### config.mk
export PLATFORM = sky130hd
export DESIGN_NAME = thread_issue_picker
export DESIGN_NICKNAME = d
export VERILOG_FILES = /design/src/rtl/tip_pkg.sv /design/src/rtl/tip_thread_ctx.sv /design/src/rtl/tip_rr_pick.sv /design/src/rtl/thread_issue_picker.sv
export SDC_FILE = /design/constraint.sdc
export NUM_CORES = 1
export LEC_CHECK = 0
export BUFFER_PORTS_ARGS = -buffer_cell sky130_fd_sc_hd__buf_2
export CAP_MARGIN = 20
export CELL_PAD_IN_SITES_DETAIL_PLACEMENT = 0
export CELL_PAD_IN_SITES_GLOBAL_PLACEMENT = 2
export CORE_MARGIN = 5
export CORE_UTILIZATION = 34
export CTS_BUF_LIST = sky130_fd_sc_hd__clkbuf_4
export CTS_CLUSTER_DIAMETER = 80
export DETAILED_ROUTE_END_ITERATION = 8
export GPL_ROUTABILITY_DRIVEN = 0
export PLACE_DENSITY = 0.87
export SLEW_MARGIN = 20
export SYNTH_ARGS = -nofsm -noshare
export SYNTH_HDL_FRONTEND = slang
export SYNTH_SLANG_ARGS = --single-unit
### constraint.sdc
create_clock -name clk -period 1.7 [get_ports clk]
set_input_delay 0.17 -clock clk [delete_from_list [all_inputs] [get_ports clk]]
set_output_delay 0.17 -clock clk [all_outputs]
set_load 0.02 [all_outputs]
### src/rtl/tip_pkg.sv
package tip_pkg;

    typedef enum logic {
        CTX_RUN   = 1'b0,
        CTX_SLEEP = 1'b1
    } ctx_state_e;

endpackage

### src/rtl/tip_thread_ctx.sv
module tip_thread_ctx
    import tip_pkg::*;
#(
    parameter int ADDR_W   = 32,
    parameter int LINE_LSB = 6
) (
    input  logic              clk,
    input  logic              rst_n,
    input  logic              arm_i,
    input  logic [ADDR_W-1:0] arm_addr_i,
    input  logic              st_vld_i,
    input  logic [ADDR_W-1:0] st_addr_i,
    output logic              asleep_o
);

    localparam logic [ADDR_W-1:0] LINE_MASK = ~((ADDR_W'(1) << LINE_LSB) - ADDR_W'(1));

    ctx_state_e        state_q, state_d;
    logic [ADDR_W-1:0] watch_q, watch_d;
    logic              snoop_hit;
    logic              arm_hit;

    // store against the parked address, and against the address being armed
    assign snoop_hit = st_vld_i && (((st_addr_i ^ watch_q) & LINE_MASK) == '0);
    assign arm_hit   = st_vld_i && (((st_addr_i ^ arm_addr_i) & LINE_MASK) == '0);

    always_comb begin
        state_d = state_q;
        watch_d = watch_q;
        unique case (state_q)
            CTX_RUN: begin
                if (arm_i && !arm_hit) begin      // ARM
                    state_d = CTX_SLEEP;
                    watch_d = arm_addr_i & LINE_MASK;
                end                               // ARM_CANCEL otherwise
            end
            CTX_SLEEP: begin
                if (snoop_hit) begin              // WAKE
                    state_d = CTX_RUN;
                    watch_d = '0;
                end
            end
            default: begin
                state_d = CTX_RUN;
                watch_d = '0;
            end
        endcase
    end

    always_ff @(posedge clk) begin
        if (!rst_n) begin
            state_q <= CTX_RUN;
            watch_q <= '0;
        end else begin
            state_q <= state_d;
            watch_q <= watch_d;
        end
    end

    always_comb begin
        unique case (state_q)
            CTX_RUN:   asleep_o = 1'b0;
            CTX_SLEEP: asleep_o = 1'b1;
            default:   asleep_o = 1'b0;
        endcase
    end

endmodule

### src/rtl/tip_rr_pick.sv
module tip_rr_pick #(
    parameter int NT    = 4,
    localparam int TID_W = $clog2(NT)
) (
    input  logic [NT-1:0]    elig_i,
    input  logic [TID_W-1:0] start_i,
    output logic [NT-1:0]    grant_o,
    output logic             vld_o,
    output logic [TID_W-1:0] idx_o
);

    always_comb begin
        logic [TID_W-1:0] cand;
        vld_o = 1'b0;
        idx_o = '0;
        for (int k = 0; k < NT; k++) begin
            cand = start_i + TID_W'(k);
            if (!vld_o && elig_i[cand]) begin
                vld_o = 1'b1;
                idx_o = cand;
            end
        end
        grant_o = vld_o ? (NT'(1) << idx_o) : '0;
    end

endmodule

### src/rtl/thread_issue_picker.sv
module thread_issue_picker #(
    parameter int NT       = 4,
    parameter int ADDR_W   = 32,
    parameter int LINE_LSB = 6,
    localparam int TID_W   = $clog2(NT)
) (
    input  logic              clk,
    input  logic              rst_n,
    input  logic [NT-1:0]     stall_i,
    input  logic              mwait_vld_i,
    input  logic [TID_W-1:0]  mwait_tid_i,
    input  logic [ADDR_W-1:0] mwait_addr_i,
    input  logic              store_vld_i,
    input  logic [ADDR_W-1:0] store_addr_i,
    output logic [NT-1:0]     grant_o,
    output logic              grant_vld_o
);

    logic [NT-1:0]    asleep;
    logic [NT-1:0]    elig;
    logic [TID_W-1:0] ptr_q;
    logic [TID_W-1:0] gnt_idx;

    for (genvar t = 0; t < NT; t++) begin : g_ctx
        tip_thread_ctx #(
            .ADDR_W   (ADDR_W),
            .LINE_LSB (LINE_LSB)
        ) u_ctx (
            .clk        (clk),
            .rst_n      (rst_n),
            .arm_i      (mwait_vld_i && (mwait_tid_i == TID_W'(t))),
            .arm_addr_i (mwait_addr_i),
            .st_vld_i   (store_vld_i),
            .st_addr_i  (store_addr_i),
            .asleep_o   (asleep[t])
        );
    end

    assign elig = ~stall_i & ~asleep;

    tip_rr_pick #(
        .NT (NT)
    ) u_pick (
        .elig_i  (elig),
        .start_i (ptr_q),
        .grant_o (grant_o),
        .vld_o   (grant_vld_o),
        .idx_o   (gnt_idx)
    );

    always_ff @(posedge clk) begin
        if (!rst_n) begin
            ptr_q <= '0;
        end else if (grant_vld_o) begin
            ptr_q <= gnt_idx + TID_W'(1);
        end
    end

endmodule

==> results of run 1 <==
==> worst min-delay path: stages <==
cell and delay (ps):
buf_2 140, o22ai_1 130, a21oi_1 90
==> sequential cells by signal, summed over array words and instances (netlist names) <==
register / count
g_ctx.u_ctx.watch_q: 104
ptr_q: 2
g_ctx.u_ctx.state_q: 4
==> per-stage QoR <==
stage	instances	power, uW
finish	1151	5330
global route	1151	5510
CTS	1146	5240
detailed placement	1090	3950
global placement	1090	3950
floorplan	734	3450
==> cells in the final DEF, fill, tap and decap left out, types with 25 or more instances in the layout <==
cell      instances
dfxtp_1          87
xnor2_1          85
a31o_1           48
buf_2            60
mux2_4           35
buf_4           118
and2_1           27
a211oi_1         52
a21oi_2          45
xnor2_2          25
nand2_1          79
==> where the power goes <==
| part | total [uW] | internal, uW | switching [uW] | leakage [uW] |
|---|---|---|---|---|
| sequential | 2760 | 2680 | 80.0 | 0.000904 |
| clock | 1170 | 286 | 883 | 0.0000493 |
| combinational | 1400 | 681 | 721 | 0.00260 |
| total | 5330 | 3650 | 1680 | 0.00355 |
==> how the worst max path moves through the flow <==
stage	start	to	slack, ps	cells past startpoint
floorplan	store_addr_i[28]	g_ctx[0].u_ctx.watch_q[13]	-60	7
global placement	mwait_addr_i[25]	g_ctx[2].u_ctx.watch_q[8]	-620	8
detailed placement	mwait_addr_i[25]	g_ctx[3].u_ctx.watch_q[15]	-630	8
CTS	ptr_q[0]	grant_o[0]	-210	5
global route	g_ctx[1].u_ctx.watch_q[15]	g_ctx[1].u_ctx.watch_q[19]	-320	9
finish	g_ctx[1].u_ctx.watch_q[15]	g_ctx[1].u_ctx.watch_q[19]	-280	9
==> routing by layer <==
layer  wire (um)  up-vias  global-route usage, %
met2       12300      194                   37.5
met5           0        -                      0
met3        1170       62                   3.28
met4         973        0                   9.52
li1            -     2923                      -
met1       10600     3041                   27.4
==> timing repair <==
action,in CTS,in global routing
resized for setup,133,94
buffers inserted,31,12
setup endpoints to repair,111,113
gates cloned,13,1
pin swaps,71,35
endpoints found under the hold margin,0,0
==> kinds of logic after synthesis <==
logic type	Yosys count	share of synthesized area, %
compound gates	186	20.0
xor+xnor	130	17.4
buf+inv	82	5.96
flops	110	33.6
mux	52	8.93
simple gates	174	14.2
==> layout make-up <==
type | count | area, sq um
Inverter | 4 | 15.0
Sequential cell | 110 | 2230
Tap cell | 260 | 325
Timing Repair Buffer | 220 | 1860
Fill cell | 1771 | 9510
Multi-Input combinational cell | 544 | 4790
Clock buffer | 10 | 75.1
Clock inverter | 3 | 15.0
==> metrics.yaml, run 1 <==
status: "complete, but fails checks"
violations: "negative setup slack"
insertion_delay_ps: 500
clockBufferDepth: 2
synth-seq-cells: 110
avgSynthCellArea_sq_um: 8.93
start_util_pct: 34.8
synth_top_area_cell: "dfxtp_1"
grt_pass1_wl_mm: 36.9
critPathKind: "register to register"
yosys.area.top_type_share_pct: 33.6
design_area_sq_mm: 0.00932
hold_buffers: 0
synth_nets: 808
synthArstFlopShare_pct: 0
place_area_sq_mm: 0.00780
netlist_area_sq_mm: 0.00656
crit_slowest_cell: "dfxtp_2"
dr.pass1.iters: 6
dpl_worst_slack_ps: -630
synthFlopType: "dfxtp_1"
path_max_fanout: 6
final.setup.tns_ps: -10270
cp.arrival_ps: 2380
fin_crit_ps: 1980
p_leak_uw: 0.00355
fmax_ghz: 0.506
tritoncts: "yes"
drv_cap: 0
routed_wl_mm: 25.0
crit_chain: "xnor2_2 > buf_4 > nand4_1 > nor4_4 > buf_6 > buf_12 > buf_12 > a21oi_1 > mux2_4"
clkSinkCount: 110
hold_path_class: "input pin to register"
cp_common_cell: "buf_12"
reg2reg_from: "g_ctx[1].u_ctx.watch_q[15]"
drive_gt1_share_pct: 47.4
synth_cell_type_count: 39
hpwl_mm: 16.7
floorplan.rows: 50
start_kind: "register"
numCtsBuffers: 9
clkTransAtPathRegs_ps: 170
yosysWarnings: 0
antenna_left: 0
synth_commonest_cells: "110 x dfxtp_1, 110 x xnor2_1, 80 x nand2_1, 60 x a21oi_1, 52 x a211oi_1"
grt_max_degree: 52
synth_edf_count: 0
cp_num_buf_inv: 4
rrSetupSlack_ps: -280
num_antenna_cells: 0
final_nets: 963
slowest_delay_ps: 400
max_slew_margin_pct: 51.7
reg2reg_depth: 9
synthTopCellsByArea: "dfxtp_1 34%, xnor2_1 15%, a31o_1 6.4%"
cp_top_family: "buffers and inverters"
grtUsageTotal_pct: 21.9
vias: 6220
r2r-end: "g_ctx[1].u_ctx.watch_q[19]"
overflow: 0
antenna_found_initial: 0
drtIter0Drc: 462
hold_viol: 0
wire_per_inst_um: 21.7
maxSlewViolCount: 0
setup_slack_ps: -276
grt_setup_unrepaired: "true"
vias_per_cell: 5.40
min_to: "ptr_q[0]"
cts-root-buf: "clkbuf_4"
syn2layout_area_growth_pct: 42.1
grt_pass1_vias: 6282
hp-start: "stall_i[3]"
synthCells: 734
portBuffers: 66
finish.utilization_pct: 49.5
fp.dieH_um: 149
die_x_um: 149
min_period_over_period_pct: 116
setup_viol: 62
skew_ps: 20.6
hold_depth: 3
synth-seq-area-share_pct: 33.6
fp.coreArea_sq_mm: 0.0188
end_kind: "register"
drc: 0
io_pins: 79
vdd_drop_max_mv: 0.279
critPathRequiredTime_ps: 2110
hold_ws_ps: 56.0
h-tree-depth: 3
worst_pin_slew_ps: 724
cellPowerDensity_mw_per_mm2: 572
die-area_sq_mm: 0.0222
(Power assumes the default switching activity.)
==> run 2, diff against run 1 <==
==> constraint.sdc (replaced) <==
create_clock -name clk -period 1.7 [get_ports clk]
set_input_delay 0.17 -clock clk [delete_from_list [all_inputs] [get_ports clk]]
set_output_delay 0.17 -clock clk [all_outputs]
set_load 0.1 [all_outputs]
==> metrics.yaml, run 2 (same netlist as run 1, synthesis figures left out) <==
overflow: 0  # unchanged
grtUsageTotal_pct: 22.3  # +0.33 points
mostFrequentLayoutCell: "buf_4"
antenna_left: 0  # unchanged
maxSlewViolCount: 0  # unchanged
pwr-share-seq_pct: 48.8  # -3.0 points
grt_max_degree: 37  # -29%
vias: 6218  # -0.032%
hp-start: "stall_i[1]"
die-area_sq_mm: 0.0222  # unchanged
min_period_over_period_pct: 116  # -0.35 points
h-tree-depth: 3  # unchanged
insertion_delay_ps: 510  # about the same
skew_ps: 16.0  # -4.65 ps
vdd_drop_max_mv: 0.311  # +12%
syn2layout_area_growth_pct: 49.7
power_frac_comb_pct: 27.7  # +1.4 points
total_power_uw: 5670  # +6.4%
multi_input_area_sq_mm: 0.00500  # +4.5%
p_leak_uw: 0.00372  # +4.9%
final_cell_mix: "102 x buf_4, 80 x nand2_1, 76 x dfxtp_1"
met3_usage_pct: 3.89  # +0.61 points
clkSinkCount: 110  # unchanged
largest_reg_flops: 104  # unchanged
top_register: "g_ctx.u_ctx.watch_q"
fp.dieH_um: 149  # unchanged
critPathKind: "register to output port"
path_max_fanout: 4  # -2
r2r-end: "g_ctx[1].u_ctx.watch_q[13]"
end_kind: "output port"
die_x_um: 149  # unchanged
reg2reg_depth: 7  # -2
drive_gt1_share_pct: 54.2  # +6.8 points
grt.busiest_layer: "met2"
worst_pin_slew_ps: 495  # -228 ps
fmax_ghz: 0.508  # +0.30%
cellPowerDensity_mw_per_mm2: 578  # +0.95%
drv_cap: 0  # unchanged
rrSetupSlack_ps: -180  # +100 ps
p_int_uw: 3850  # +5.6%
cp-startpoint: "g_ctx[2].u_ctx.state_q"
clockBufferDepth: 2  # unchanged
globalRouteMet1Util_pct: 28.5  # +1.0 points
cp.arrival_ps: 1800  # -580 ps
drtIter0Drc: 493  # +6.7%
tritoncts: "yes"
max_slew_margin_pct: 67.0  # +15 points
status: "complete, but fails checks"
start_kind: "register"
drc: 0  # unchanged
filler_cell_count: 1710  # -3.4%
numCtsBuffers: 9  # unchanged
violations: "negative setup slack"
fp.coreArea_sq_mm: 0.0188  # unchanged
setup_slack_ps: -270  # +5.99 ps
routed_wl_mm: 25.3  # +1.3%
grt_setup_unrepaired: "true"
p_sw_uw: 1820  # +8.0%
grt_pass1_wl_mm: 37.4  # +1.3%
grt_pass1_vias: 6263  # -0.30%
setup_viol: 105  # +69%
vias_per_cell: 5.38  # -0.38%
hpwl_mm: 17.0  # +1.9%
wire_per_inst_um: 21.9  # +0.94%
start_util_pct: 34.8  # unchanged
critPathRequiredTime_ps: 1530  # -580 ps
clkTransAtPathRegs_ps: 170  # about the same
top_regs: "g_ctx.u_ctx.watch_q x104, g_ctx.u_ctx.state_q x4, ptr_q x2"
register_area_sq_mm: 0.00226  # +1.2%
antenna_found_initial: 4  # +4
grt.met2_usage_pct: 37.1  # -0.36 points
cts-root-buf: "clkbuf_4"
p_sw_share_pct: 32.1  # +0.49 points
final_nets: 961  # -0.21%
critical_path.endpoint: "grant_o[0]"
hold_path_class: "input pin to register"
hold_viol: 0  # unchanged
portBuffers: 66  # unchanged
floorplan.rows: 50  # unchanged
fin_crit_ps: 1970  # -5.99 ps
dr.pass1.iters: 5  # -1
pwr-share-clk_pct: 23.5  # +1.6 points
reg2reg_from: "g_ctx[1].u_ctx.watch_q[27]"
io_pins: 79  # unchanged
dpl_worst_slack_ps: -306  # +324 ps
run 2: cell types whose count changed in the layout (fill, tap and decap cells not counted), sizes merged:
cell and change:
diode +4, a21oi -2, clkbuf -1, dlygate4sd3 +1, bufinv +1, buf -1
clkinv +2
run 2: routing by layer:
metal  vias up  wire [um]
li1       2920          -
met1      3073      10900
met2       178      12600
met3        47       1040
met4         0        830
met5         -          0
run 2: metrics by stage:
| stage | std cells | setup TNS, ps | util [%] | area (sq um) | hold slack (ps) |
|---|---|---|---|---|---|
| 3_5_place_dp | 1093 | -28110 | 44.2 | 8320 | 485 |
| 4_1_cts | 1148 | -8460 | 50.5 | 9500 | 14.1 |
| 5_1_grt | 1155 | -16520 | 52.1 | 9820 | 72.5 |
| 6_report | 1155 | -10710 | 52.1 | 9820 | 73.1 |
| 2_1_floorplan | 734 | -7720 | - | 7050 | 359 |
| 3_3_place_gp | 1093 | -25560 | 44.2 | 8320 | 476 |
run 2: power by group through the flow:
stage	logic [uW]	registers [uW]	clock network, uW
floorplan	820	2790	0
detailed placement	1320	2810	0
global route	1640	2780	1450
CTS	1470	2760	1360
finish	1570	2770	1330
global placement	1320	2810	0
run 2: worst min-delay path by stage:
stage,endpoint,slack [ps],cells after the start
final,ptr_q[0],70,3
after global routing,ptr_q[0],70,3
after CTS,ptr_q[0],10,3
after detailed placement,g_ctx[3].u_ctx.watch_q[9],490,1
after global placement,g_ctx[2].u_ctx.watch_q[17],480,1
after floorplan,ptr_q[0],360,2
run 2: repair_timing:
action / 4_1_cts / 5_1_grt
gates cloned: 13 / 2
hold endpoints to repair: 1 / 0
hold buffers: 1 / 0
gates resized for setup: 139 / 83
pin swaps: 68 / 50
setup buffers: 26 / 8
setup endpoints to repair: 97 / 112
run 2: area by class of cell:
class,count,share of cell area [%]
Clock buffer,9,0.688
Clock inverter,6,0.548
Timing Repair Buffer,220,21.2
Multi-Input combinational cell,542,51.0
Tap cell,260,3.31
Antenna cell,4,0.102
Inverter,4,0.153
Sequential cell,110,23.0
run 2: critical path, cell delays in order (launching register included):
cell	delay, ps
dfxtp_4	390
or3_4	380
a21oi_2	120
o22ai_1	80
and2_4	160
buf_12	160
